$ cat src/rtl/lcdseq_pkg.sv
package lcdseq_pkg;
   localparam int WORD_W = 10;
   typedef logic [WORD_W-1:0] lcd_word_t;
   typedef enum logic [1:0] {
      ST_GAP   = 2'd0,
      ST_OFFER = 2'd1,
      ST_DONE  = 2'd2
   } seq_state_t;
   function automatic lcd_word_t pos_cmd(input logic [6:0] addr);
      return {2'b00, 1'b1, addr};
   endfunction
   function automatic lcd_word_t char_word(input logic [7:0] ch);
      return {2'b10, ch};
   endfunction
endpackage

$ cat src/rtl/lcdseq_text.sv
module lcdseq_text #(
   parameter int COLS = 16,
   parameter int IW = 6,
   parameter logic [8*COLS-1:0] TEXT = {COLS{8'h20}}
) (
   input  logic [IW-1:0] col,
   output logic [7:0]    ch
);
   always_comb begin
      ch = 8'h20;
      for (int i = 0; i < COLS; i++)
         if (col == IW'(i)) ch = TEXT[8*(COLS-1-i) +: 8];
   end
endmodule

$ cat src/rtl/lcdseq_encode.sv
module lcdseq_encode
   import lcdseq_pkg::*;
#(
   parameter int COLS = 16,
   parameter int IW = 6,
   parameter logic [6:0] ROW1_ADDR = 7'h00,
   parameter logic [6:0] ROW2_ADDR = 7'h40,
   parameter logic [8*COLS-1:0] ROW1_TEXT = {COLS{8'h20}},
   parameter logic [8*COLS-1:0] ROW2_TEXT = {COLS{8'h20}}
) (
   input  logic [IW-1:0] idx,
   output lcd_word_t     word
);
   localparam logic [IW-1:0] ROW2_CMD_IDX = IW'(COLS + 1);
   logic [IW-1:0] col1, col2;
   logic [7:0]    ch1, ch2;

   assign col1 = idx - IW'(1);
   assign col2 = idx - IW'(COLS + 2);

   lcdseq_text #(.COLS(COLS), .IW(IW), .TEXT(ROW1_TEXT)) u_row1 (.col(col1), .ch(ch1));
   lcdseq_text #(.COLS(COLS), .IW(IW), .TEXT(ROW2_TEXT)) u_row2 (.col(col2), .ch(ch2));

   always_comb begin
      if (idx == '0)                 word = pos_cmd(ROW1_ADDR);
      else if (idx < ROW2_CMD_IDX)   word = char_word(ch1);
      else if (idx == ROW2_CMD_IDX)  word = pos_cmd(ROW2_ADDR);
      else                           word = char_word(ch2);
   end
endmodule

$ cat src/rtl/lcdseq_ctrl.sv
module lcdseq_ctrl
   import lcdseq_pkg::*;
#(
   parameter int TOTAL = 34,
   parameter int IW = 6
) (
   input  logic          clk,
   input  logic          rst,
   input  logic          restart,
   input  logic          ready,
   output logic [IW-1:0] idx,
   output logic          valid,
   output logic          done
);
   localparam logic [IW-1:0] LAST = IW'(TOTAL - 1);
   seq_state_t state;

   always_ff @(posedge clk) begin
      if (rst) begin
         state <= ST_GAP;
         idx   <= '0;
      end else begin
         case (state)
            ST_GAP:   state <= ST_OFFER;
            ST_OFFER: if (ready) begin
               if (idx == LAST) state <= ST_DONE;
               else begin
                  idx   <= idx + IW'(1);
                  state <= ST_GAP;
               end
            end
            ST_DONE:  if (restart) begin
               idx   <= '0;
               state <= ST_GAP;
            end
            default:  state <= ST_GAP;
         endcase
      end
   end

   assign valid = (state == ST_OFFER);
   assign done  = (state == ST_DONE);
endmodule

$ cat src/rtl/lcd_msg_seq.sv
module lcd_msg_seq
   import lcdseq_pkg::*;
#(
   parameter int COLS = 16,
   parameter logic [6:0] ROW1_ADDR = 7'h00,
   parameter logic [6:0] ROW2_ADDR = 7'h40,
   parameter logic [8*COLS-1:0] ROW1_TEXT = "  Hello World   ",
   parameter logic [8*COLS-1:0] ROW2_TEXT = "   Second Row   ",
   parameter bit RESTART_EN = 1'b1
) (
   input  logic       clk,
   input  logic       rst,
   input  logic       restart,
   input  logic       out_ready,
   output logic       out_valid,
   output logic [9:0] out_word,
   output logic       done
);
   localparam int TOTAL = 2*COLS + 2;
   localparam int IW = $clog2(TOTAL + 1);

   if (COLS < 1 || COLS > 40) begin : g_bad_cols
      $error("lcd_msg_seq: COLS must be 1..40");
   end
   if (ROW1_ADDR == ROW2_ADDR) begin : g_bad_addr
      $error("lcd_msg_seq: row start addresses must differ");
   end

   logic          restart_q;
   logic [IW-1:0] idx;

   if (RESTART_EN) begin : g_restart
      assign restart_q = restart;
   end else begin : g_no_restart
      logic unused_restart;
      assign unused_restart = restart;
      assign restart_q = 1'b0;
   end

   lcdseq_ctrl #(.TOTAL(TOTAL), .IW(IW)) u_ctrl (
      .clk(clk), .rst(rst), .restart(restart_q), .ready(out_ready),
      .idx(idx), .valid(out_valid), .done(done)
   );

   lcdseq_encode #(
      .COLS(COLS), .IW(IW), .ROW1_ADDR(ROW1_ADDR), .ROW2_ADDR(ROW2_ADDR),
      .ROW1_TEXT(ROW1_TEXT), .ROW2_TEXT(ROW2_TEXT)
   ) u_enc (
      .idx(idx), .word(out_word)
   );
endmodule

$ cat config.mk
export PLATFORM = sky130hd
export DESIGN_NAME = lcd_msg_seq
export DESIGN_NICKNAME = d
export VERILOG_FILES = /design/src/rtl/lcdseq_pkg.sv /design/src/rtl/lcdseq_text.sv /design/src/rtl/lcdseq_encode.sv /design/src/rtl/lcdseq_ctrl.sv /design/src/rtl/lcd_msg_seq.sv
export SDC_FILE = /design/constraint.sdc
export NUM_CORES = 1
export LEC_CHECK = 0
export BUFFER_PORTS_ARGS = -buffer_cell sky130_fd_sc_hd__buf_2
export CAP_MARGIN = 20
export CORE_MARGIN = 5
export CORE_UTILIZATION = 35
export DETAILED_ROUTE_END_ITERATION = 12
export SYNTH_ARGS = -nofsm -noshare
export SYNTH_HDL_FRONTEND = slang
export SYNTH_SLANG_ARGS = --single-unit
$ cat constraint.sdc
create_clock -name clk -period 2.5 [get_ports clk]
set_input_delay 0.125 -clock clk [delete_from_list [all_inputs] [get_ports clk]]
set_output_delay 0.125 -clock clk [all_outputs]
set_load 0.05 [all_outputs]
Yosys cells after proc, flatten, opt, wreduce, memory -nomap -nowiden

Cells that the tools add are included.

Flip-flop bits (word level): 8
Input port bits: 4

$add $sub $neg: 3
Mux-type cells: 38
Eq/ne operators: 34
Order comparisons: 1
Reduce and logical (&&, ||, !) cells: 5

Operators by type and width:

| operator            | number |
|---|---|
| $mux 8              | 25 |
| $eq 6x4->1 const B  | 16 |
| $eq 6x3->1 const B  | 8 |
| $mux 10             | 3 |
| $eq 6x2->1 const B  | 3 |
| $mux 6              | 3 |
| $mux 7              | 2 |
| $pmux 6 s2          | 1 |
| $add 6x1->6 const B | 1 |
| $eq 6x5->1 const B  | 1 |
| $eq 6x6->1 const B  | 1 |
| $logic_not 6->1     | 1 |
| $lt 6x5->1 const B  | 1 |
| $mux 2              | 3 |
| $ne 2x2->1 const B  | 3 |
| $pmux 2 s3          | 1 |
| $sub 6x1->6 const B | 1 |
| $sub 6x5->6 const B | 1 |
| $reduce_and 4->1    | 1 |
| $eq 2x1->1 const B  | 1 |
| $eq 2x2->1 const B  | 1 |
| $logic_not 2->1     | 1 |
| $reduce_and 2->1    | 1 |
| $reduce_bool 2->1   | 1 |

Depth between registers and ports, before layout

Gate-level depths: netlist of run 1.

Word-level depth: 18
Depth in mapped cells: 9

Cells and area by module

From an unflattened synthesis of run 1, not the netlist that was laid out.

Cells, all modules: 164
Area total of the unflattened synthesis: 1276.2 µm²

By module, submodules not included:

| module                     | instances | area an instance (µm²) | cells each | seq. area each (µm²) |
|---|---|---|---|---|
| lcdseq_ctrl                | 1         | 469.2                  | 47         | 160.2 |
| lcdseq_encode              | 1         | 354.1                  | 50         | 0.0 |
| lcdseq_text (u_enc.u_row2) | 1         | 236.5                  | 34         | 0.0 |
| lcdseq_text (u_enc.u_row1) | 1         | 216.5                  | 33         | 0.0 |

Worst setup path before layout of run 1

Ideal clock, no wire load.

Path type: reg-to-output
Start: reg u_ctrl.idx[0]
End: out out_word[3]
Buffers on the path: 1
Required time: 2.375 ns
Slack: -0.866 ns
Stages on the path, launching flop included: 8
Data arrival time: 3.241 ns
Cell sequence: dfxtp_1 inv_1 ha_1 clkbuf_1 mux2i_1 nand2_1 inv_1 o32ai_1

Longest elaborated chain between the ends: 18
Elaborated cells on any way between the ends: 60
Those cells by class: add/sub: 2; order compare: 1; eq/ne: 27; mux: 29; reduce/logical: 1

Ends and longest elaborated chain:

| item                   | line                | RTL |
|---|---|---|
| from (decl)            | lcdseq_ctrl.sv:11   | `output logic [IW-1:0] idx,` |
| from (signal assigned) | lcdseq_ctrl.sv:28   | `idx <= idx + IW'(1);` |
| $sub 6x1->6            | lcdseq_encode.sv:18 | `assign col1 = idx - IW'(1);` |
| $eq 6x2->1             | lcdseq_text.sv:12   | `if (col == IW'(i)) ch = TEXT[8*(COLS-1-i) +: 8];` |
| $mux 7                 | lcdseq_text.sv:12   |  |
| $mux 8 (13 in a row)   | lcdseq_text.sv:12   |  |
| $mux 10                | lcdseq_encode.sv:26 | `else if (idx < ROW2_CMD_IDX) word = char_word(ch1);` |
| $mux 10 *              | lcdseq_encode.sv:25 | `if (idx == '0) word = pos_cmd(ROW1_ADDR);` |
| to (decl)              | lcd_msg_seq.sv:16   | `output logic [9:0] out_word,` |

Every way passes the cells marked *; elsewhere a longest branch is shown, timed or not.

Worst setup path in the final report of run 1

Start: reg u_ctrl.idx[1]
End: out out_word[6]

Longest elaborated chain between the ends: 18
Elaborated cells on any way between the ends: 62
Those cells by class: add/sub: 2; order compare: 1; eq/ne: 28; mux: 30; reduce/logical: 1

Ends and longest elaborated chain:

| item                                              | line |
|---|---|
| $sub 6x5->6 / $sub 6x1->6 (equally long branches) | lcdseq_encode.sv:19, lcdseq_encode.sv:18 |
| $eq 6x2->1                                        | lcdseq_text.sv:12 |
| $mux 7                                            | lcdseq_text.sv:12 |
| $mux 8 (12 in a row)                              | lcdseq_text.sv:12 |
| $mux 10 / $mux 8 (equally long branches)          | lcdseq_encode.sv:27, lcdseq_text.sv:12 |
| $mux 10                                           | lcdseq_encode.sv:26 |
| $mux 10 *                                         | lcdseq_encode.sv:25 |

Marks and branches as above.

==> impl_metrics.yaml, run 1 <==
synth:
  syn_area_um2: 1320
  syn_inst: 174
  synth_common_cells: "21 x nor2_1, 13 x nand2_1, 9 x a21oi_1"
  synth-async-reset-ratio: 0
  synth_top_area_frac: 0.121
  synth-seq-cells: 8
  synth_top_flop_cell: "dfxtp_1"
  yosysMostFrequentCell: "nor2_1"
  yosysWarnings: 0
  synth.avg_cell_area_um2: 7.61
  ys_types: 60
  synth_top_cell_by_area: "dfxtp_1"
  synth_edf_count: 0
  ys_seq_area_frac: 0.121
  synth_area_leaders: "dfxtp_1 12%, ha_1 6.6%, nor2_1 6.0%"
  syn_nets: 185
global_routing:
  antenna_found_initial: 0
  grt_pass1_vias: 1267
  grt_remaining_overflow: 0
  grt_use_total: 0.149
  grt_pass1_wl_um: 5970
  grt_max_degree: 18
placement:
  hpwl_um: 2750
  portBuffers: 14
  place_congestion: 0.788
  place_inst: 238
  pre_cts_slack_ns: 0.0636
worst_setup_path:
  critPathArrivalTime_ns: 2.29
  crit_fanout: 5
  slowest_stage: "or3b_4"
  worstSetupStartpointType: "flop"
  end_kind: "output port"
  worstPathCellList: "inv_4 -> ha_4 -> or3b_4 -> xor2_4 -> nand2_1 -> a221o_1 -> a32oi_4 -> buf_4"
  required_ns: 2.38
  timing_worst_setup_path_type: "flop to output port"
  cp_num_buf_inv: 2
  cpPeakStageDelay_ns: 0.42
  crit_family: "compound AO/OA/AOI/OAI gates"
clocking:
  clk-insertion-delay-late_ns: 0.24
  clkSlewWorstSetupHoldPaths_ns: 0.04
  holdBufCountCts: 0
  cts_sinks: 8
  cts-htree-levels: 1
  cts_root_buf: "clkbuf_8"
  cts_made_buffers: 3
  clock_path_buffers: 2
  cts_tree: "built"
pwr:
  switching_share: 0.361
  p_clk_frac: 0.328
  ir_worst_vdd_mv: 0.214
  power.density_nw_per_um2: 284
  power_frac_seq: 0.271
  p_sw_mw: 0.177
  leakagePower_nw: 0.684
  internal_power_mw: 0.314
  combPwrFrac: 0.402
min_path:
  worstHoldPathType: "primary input to flop"
detailed_routing:
  drc: 0
  drt-total-wl_um: 3660
  wire_per_inst_um: 15.1
  first_pass_iters: 4
  vias: 1371
  detail-route-antenna-nets: 0
  drt-initial-drc-count: 76
  drt-vias-per-instance: 5.64
die:
  die_width_um: 71.5
  die_height_um: 71.5
  start_util: 0.362
  die_area_um2: 5110
  io-pin-count: 16
  core_area_um2: 3660
  rows: 22
finish:
  drive_above_1_share: 0.359
  final_cells: 243
  diodes: 0
  layout.nets: 208
  area_growth_pct: 30.6
timing:
  setup-tns-final_ns: 0
  clock_skew_ns: 0.00639
  fmax_mhz: 415
  post-route-min-period_ns: 2.41
  setup_slack_ns: 0.0888
  drv_slew: 0
  finalCritPeriodShare: 0.964
  finalSetupViolCount: 0
  rsz0062_at_grt: "no"
  finalHoldViolCount: 0
status:
  outcome: "finished, final reports clean"
job:
  maxCapViolations: 0
placed cells by master (no fill, tap or decap), types with 2 or more instances in the layout:
cell / n
ha_1: 3
a32oi_1: 2
a21oi_1: 9
o21ai_0: 8
o22ai_1: 2
o2111ai_2: 2
nand2b_1: 2
mux2i_1: 4
dfxtp_2: 3
o211ai_1: 3
a21o_1: 2
nand3_1: 2
nand2_1: 13
inv_2: 2
o221ai_1: 2
or2_2: 2
buf_2: 8
buf_4: 22
dfxtp_1: 5
xor2_1: 4
xnor2_1: 6
nor3_1: 5
and3_1: 2
clkbuf_8: 3
buf_6: 2
o31a_1: 2
ha_4: 4
nor2_1: 20
inv_1: 3
o22a_1: 2
nor2b_1: 5
a211oi_2: 2
xor2_4: 2
and2_1: 2
a22oi_1: 2
per-layer routing:
| layer | vias up | part of all wire | track usage | routed length [um] |
|---|---|---|---|---|
| li1 | 679 | - | - | - |
| met1 | 647 | 0.42 | 0.180 | 1550 |
| met2 | 38 | 0.50 | 0.251 | 1810 |
| met3 | 7 | 0.057 | 0.0196 | 208 |
| met4 | 0 | 0.025 | 0.0835 | 91 |
| met5 | - | 0 | 0 | 0 |
flip-flops by register name, summed over array words and instances, names as in the netlist:
name / flops
u_ctrl.state: 2
u_ctrl.idx: 6
final cells by class:
class	count	area [um2]
multi-input combinational	146	1210
clock buffer	3	41.3
sequential	8	164
fill	369	1930
timing repair buffer	32	228
tap	48	60.1
inverter	6	25.0
power by group through the flow:
stage	clock network [mW]	logic, mW	registers [mW]
3_3_place_gp	0	0.175	0.135
4_1_cts	0.166	0.187	0.133
2_1_floorplan	0	0.131	0.136
5_1_grt	0.172	0.214	0.133
6_report	0.161	0.198	0.133
3_5_place_dp	0	0.177	0.135
kinds of logic after synthesis:
group,synth area share
buffers and inverters,0.0813
adder cells (fa/ha/maj),0.0737
flip-flops,0.121
AO/OA/AOI/OAI,0.343
multiplexers,0.0302
XOR/XNOR,0.0936
AND/OR/NAND/NOR,0.254
other,0.00283
final timing paths:
check                                     start         endpoint  slack, ns  depth (start not counted)
worst max-delay path              u_ctrl.idx[1]      out_word[6]       0.09                          8
worst min-delay path                  out_ready  u_ctrl.state[0]        0.1                          2
worst max register to register    u_ctrl.idx[0]    u_ctrl.idx[4]       0.67                          7
worst min register to register  u_ctrl.state[0]  u_ctrl.state[0]       0.48                          1
what timing repair did:
| action | 4_1_cts | 5_1_grt |
|---|---|---|
| hold endpoints to repair | 0 | 0 |
| setup buffers | 1 | 1 |
| resized for setup | 16 | 18 |
| endpoints found under the setup margin | 6 | 7 |
| pin swaps | 0 | 8 |
through the flow:
step / power, mW / utilization / hold slack, ns / area, um2
after floorplan: 0.268 / - / 0.197 / 1370
after global placement: 0.309 / 0.420 / 0.331 / 1540
after detailed placement: 0.312 / 0.420 / 0.338 / 1540
after CTS: 0.485 / 0.449 / 0.0946 / 1650
after global routing: 0.520 / 0.472 / 0.101 / 1730
final: 0.492 / 0.472 / 0.0967 / 1730
No activity file was read; power rests on OpenSTA's default activity.
==> run 2: changes to the inputs <==
ABC_AREA = 1   (was not set)
SKIP_LAST_GASP = 1   (was not set)
==> impl_metrics.yaml, run 2 <==
status:
  outcome: "finished, final reports clean"
placement:
  portBuffers: 14
  hpwl_um: 3040
  pre_cts_slack_ns: 0.128
  postPlaceCellArea_um2: 1590
  place_congestion: 0.909
detailed_routing:
  drt-total-wl_um: 3740
  first_pass_iters: 6
  vias: 1617
  drt-initial-drc-count: 78
  drt-vias-per-instance: 5.05
  detail-route-antenna-nets: 0
  drc: 0
  wire_per_inst_um: 11.7
worst_setup_path:
  worstSetupStartpointType: "flop"
  timing_worst_setup_path_type: "flop to output port"
  r2r_slack_ns: 0.60
  critPathArrivalTime_ns: 2.24
  required_ns: 2.38
  r2r-end: "u_ctrl.idx[4]"
  end_kind: "output port"
  reg2reg_from: "u_ctrl.idx[1]"
  crit_fanout: 7
  r2r_cells: 10
finish:
  regMostFlops: "u_ctrl.idx"
  drive_above_1_share: 0.304
  largestRegisters: "u_ctrl.idx (6), u_ctrl.state (2)"
  diodes: 0
  regArea_um2: 165
  largest_reg_flops: 6
  layout_common_cells: "76 x nand2_1, 24 x inv_1, 23 x nor2_1"
  design_area_um2: 1750
  final_common_cell: "nand2_1"
  layout.nets: 283
  multi_input_area_um2: 1170
  area_growth_pct: 19.6
  fill_cells: 458
pwr:
  leakagePower_nw: 0.888
  power_mw: 0.513
  ir_worst_vdd_mv: 0.225
  power.density_nw_per_um2: 294
synth:
  syn_nets: 261
  synth_top_flop_cell: "dfxtp_1"
  syn_area_um2: 1460
  synth_area_leaders: "nand2_1 20%, dfxtp_1 11%, inv_1 6.7%"
  synth-seq-cells: 8
  synth.avg_cell_area_um2: 5.84
  synth_top_cell_by_area: "nand2_1"
  ys_seq_area_frac: 0.110
  synth_edf_count: 0
  synth-async-reset-ratio: 0
  yosysMostFrequentCell: "nand2_1"
  ys_types: 37
  syn_inst: 250
  synth_common_cells: "77 x nand2_1, 26 x inv_1, 25 x nor2_1"
  yosysWarnings: 0
  synth_top_area_frac: 0.198
die:
  die_width_um: 74.6
  start_util: 0.362
  rows: 23
  die_height_um: 74.6
  io-pin-count: 16
  core_area_um2: 4030
  die_area_um2: 5560
clocking:
  clkSlewWorstSetupHoldPaths_ns: 0.05
  cts_made_buffers: 3
  cts_root_buf: "clkbuf_8"
  clk-insertion-delay-late_ns: 0.24
  cts_sinks: 8
  cts_tree: "built"
  holdBufCountCts: 0
  cts-htree-levels: 1
  clock_path_buffers: 2
min_path:
  hp-start: "rst"
  whs_endpoint: "u_ctrl.idx[5]"
  worstHoldPathType: "primary input to flop"
  hold_depth: 2
job:
  maxCapViolations: 0
global_routing:
  grt_pass1_wl_um: 6330
  grt_remaining_overflow: 0
  grt_max_degree: 10
  grt_pass1_vias: 1415
  antenna_found_initial: 0
  grt_use_total: 0.146
timing:
  finalSetupViolCount: 0
  clock_skew_ns: 0.00923
  drv_slew: 0
  post-route-min-period_ns: 2.36
  finalHoldViolCount: 0
  setup_slack_ns: 0.138
  fmax_mhz: 423
  finalCritPeriodShare: 0.945
## run 2: cell types whose count changed in the layout (fill, tap and decap cells not counted), sizes merged, moves of 5 or more
| cell | change |
|---|---|
| xnor2 | -6 |
| nand3 | +17 |
| buf | -11 |
| a21oi | +6 |
| nor2 | +13 |
| nand2 | +76 |
| nor2b | -5 |
| inv | +27 |
## run 2: power by group
| group | internal [mW] | switching [mW] |
|---|---|---|
| Clock | 0.105 | 0.0567 |
| Sequential | 0.132 | 0.00449 |
| Combinational | 0.0656 | 0.149 |
## run 2: through the flow
stage | utilization | instances | hold WS [ns] | TNS (ns)
2_1_floorplan | - | 250 | 0.194 | -0.131
3_3_place_gp | 0.396 | 314 | 0.329 | 0
3_5_place_dp | 0.396 | 314 | 0.329 | 0
4_1_cts | 0.420 | 320 | 0.0807 | 0
5_1_grt | 0.433 | 320 | 0.0899 | -0.0277
6_report | 0.433 | 320 | 0.0837 | 0
## run 2: kinds of logic (layout without fill, tap and decap cells)
kind of cell / Yosys count / in the layout / synth area share
flip-flops: 8 / 8 / 0.110
AO/OA/AOI/OAI: 38 / 38 / 0.176
XOR/XNOR: 2 / 2 / 0.0120
other: 1 / 1 / 0.00257
adder cells (fa/ha/maj): 7 / 7 / 0.0600
buffers and inverters: 40 / 60 / 0.127
AND/OR/NAND/NOR: 154 / 154 / 0.513
## run 2: worst max-delay path, cell delays in order (launching register included)
cell and delay [ns]:
dfxtp_2 0.34, inv_4 0.11, ha_1 0.35, inv_1 0.16, nor3_2 0.31, o21ai_2 0.09, a21oi_1 0.18, o21ai_1 0.11
a21oi_1 0.14, buf_4 0.21
## run 2: cell type report
cell class              count  area share
clock buffers               3      0.0237
flip-flops and latches      8      0.0946
inverters                  34      0.0767
repair buffers             23      0.0968
well taps                  50      0.0358
multi-input cells         202       0.672
## run 2: per-layer routing
metal | wire [um] | track usage | vias to the layer above | part of all wire
li1 | - | - | 844 | -
met1 | 1790 | 0.201 | 731 | 0.48
met2 | 1750 | 0.232 | 38 | 0.47
met3 | 159 | 0.0257 | 4 | 0.043
met4 | 43 | 0.0435 | 0 | 0.012
met5 | 0 | 0 | - | 0
## run 2: how the worst max path moves through the flow
| stage | start | to | slack, ns | cells after the start |
|---|---|---|---|---|
| 4_1_cts | u_ctrl.idx[1] | out_word[2] | 0.002 | 17 |
| 5_1_grt | u_ctrl.idx[1] | out_word[1] | -0.02 | 14 |
| 3_3_place_gp | u_ctrl.idx[1] | out_word[0] | 0.12 | 9 |
| 6_report | u_ctrl.idx[1] | out_word[0] | 0.14 | 9 |
| 3_5_place_dp | u_ctrl.idx[1] | out_word[0] | 0.13 | 9 |
| 2_1_floorplan | u_ctrl.idx[0] | out_word[0] | -0.07 | 14 |
## run 2: what timing repair did
item,in CTS,in global routing
endpoints found under the setup margin,7,7
gates resized for setup,7,19
pin swaps,1,0
buffers inserted,3,0
gates cloned,0,0
==> run 3: changes to the inputs <==
ABC_AREA = 0   (was 1)
ABC_CLOCK_PERIOD_IN_PS = 2500   (was not set)
CORE_ASPECT_RATIO = 1.25   (was not set)
==> impl_metrics.yaml, run 3 (synthesis gave the netlist of run 1 again) <==
status:
  outcome: "finished, final reports clean"
timing:
  finalSetupViolCount: 0
  setup_slack_ns: 0.0426
  post-route-min-period_ns: 2.46
  rsz0062_at_grt: "yes"
  finalCritPeriodShare: 0.983
  finalHoldViolCount: 0
  fmax_mhz: 407
  drv_slew: 0
  clock_skew_ns: 0.00126
placement:
  place_inst: 230
  pre_cts_slack_ns: 0.127
  postPlaceCellArea_um2: 1530
  portBuffers: 14
  place_congestion: 0.859
  hpwl_um: 2860
finish:
  drive_above_1_share: 0.391
  regMostFlops: "u_ctrl.idx"
  final_cells: 237
  layout_common_cells: "21 x buf_4, 19 x nor2_1, 13 x nand2_1"
  layout.nets: 210
  diodes: 0
  largest_reg_flops: 6
  largestRegisters: "u_ctrl.idx (6), u_ctrl.state (2)"
  area_growth_pct: 33.4
  design_area_um2: 1770
  final_common_cell: "buf_4"
  fill_cells: 377
global_routing:
  grt_remaining_overflow: 0
  grt_use_total: 0.146
  grt_pass1_vias: 1260
  grt_max_degree: 18
  antenna_found_initial: 0
  grt_pass1_wl_um: 6060
detailed_routing:
  drt-vias-per-instance: 5.75
  drt-total-wl_um: 3800
  vias: 1362
  first_pass_iters: 4
  detail-route-antenna-nets: 0
  wire_per_inst_um: 16.0
  drc: 0
  drt-initial-drc-count: 99
clocking:
  cts_root_buf: "clkbuf_8"
  cts-htree-levels: 1
  cts_tree: "built"
  holdBufCountCts: 0
  cts_sinks: 8
  cts_made_buffers: 3
  clkSlewWorstSetupHoldPaths_ns: 0.04
  clk-insertion-delay-late_ns: 0.22
  clock_path_buffers: 2
pwr:
  power.density_nw_per_um2: 274
  ir_worst_vdd_mv: 0.294
  leakagePower_nw: 0.715
die:
  start_util: 0.356
  rows: 25
  core_area_um2: 3720
  io-pin-count: 16
  die_area_um2: 5120
  die_width_um: 65.0
  die_height_um: 78.8
worst_setup_path:
  r2r_slack_ns: 0.68
  end_kind: "output port"
  critPathArrivalTime_ns: 2.33
  worstPathCellList: "buf_4 -> ha_1 -> or2_2 -> a21o_1 -> o22ai_2 -> o2111ai_2 -> a211oi_4 -> buf_6"
  crit_fanout: 5
  slowest_stage: "or2_2"
  cpPeakStageDelay_ns: 0.35
  required_ns: 2.38
  cp_num_buf_inv: 2
  worstSetupStartpointType: "flop"
  timing_worst_setup_path_type: "flop to output port"
  crit_family: "compound AO/OA/AOI/OAI gates"
job:
  maxCapViolations: 0
min_path:
  worstHoldPathType: "primary input to flop"
==> run 3: cell count changes in the layout (fill, tap and decap cells not counted), sizes merged, moves of 5 or more <==
cell	change
inv	-27
buf	+12
nand2	-76
nor2	-13
a21oi	-6
nor2b	+5
xnor2	+6
nand3	-17
==> run 3: final cells by class <==
class                   count  area [um2]  share of cell area
multi-input cells         146        1240               0.700
repair buffers             34         250               0.142
flip-flops and latches      8         163              0.0921
well taps                  40        50.0              0.0283
clock buffers               3        41.3              0.0234
inverters                   6        25.0              0.0142
==> run 3: metrics by stage <==
stage / power, mW / setup TNS [ns] / hold WS [ns] / util
floorplan: 0.268 / -0.683 / 0.197 / -
global placement: 0.309 / 0 / 0.336 / 0.411
detailed placement: 0.308 / 0 / 0.331 / 0.411
CTS: 0.464 / 0 / 0.0995 / 0.431
global route: 0.511 / -0.0725 / 0.108 / 0.474
finish: 0.483 / 0 / 0.100 / 0.474
==> run 3: path summary, 6_finish.rpt <==
kind                                 startpoint         endpoint  cells past startpoint
worst min register to register  u_ctrl.state[0]  u_ctrl.state[0]                      1
worst max-delay path              u_ctrl.idx[1]      out_word[2]                      8
worst min-delay path                  out_ready  u_ctrl.state[0]                      2
worst max register to register    u_ctrl.idx[4]    u_ctrl.idx[2]                      5
==> run 3: routing by layer <==
metal  GRT usage  share of wire  up-vias
met3     0.00849          0.023        8
li1            -              -      676
met2       0.261           0.54       28
met4      0.0592          0.027        0
met5           0              0        -
met1       0.180           0.41      650
==> run 3: timing repair <==
item / 4_1_cts / 5_1_grt
endpoints found under the setup margin: 7 / 7
resized for setup: 9 / 31
buffers inserted: 0 / 4
pin swaps: 0 / 9
==> run 3: worst reg2reg max path: cells and delay by family (launching register included) <==
family          cells  cell delay [ns]
xor+xnor            1             0.18
simple gates        2             0.37
compound gates      2             0.65
flops               1             0.52
==> run 3: where the power goes <==
part	leakage, nW	internal [mW]	switching, mW
clock	0.0216	0.104	0.0436
sequential	0.0659	0.131	0.00226
combinational	0.628	0.0774	0.125
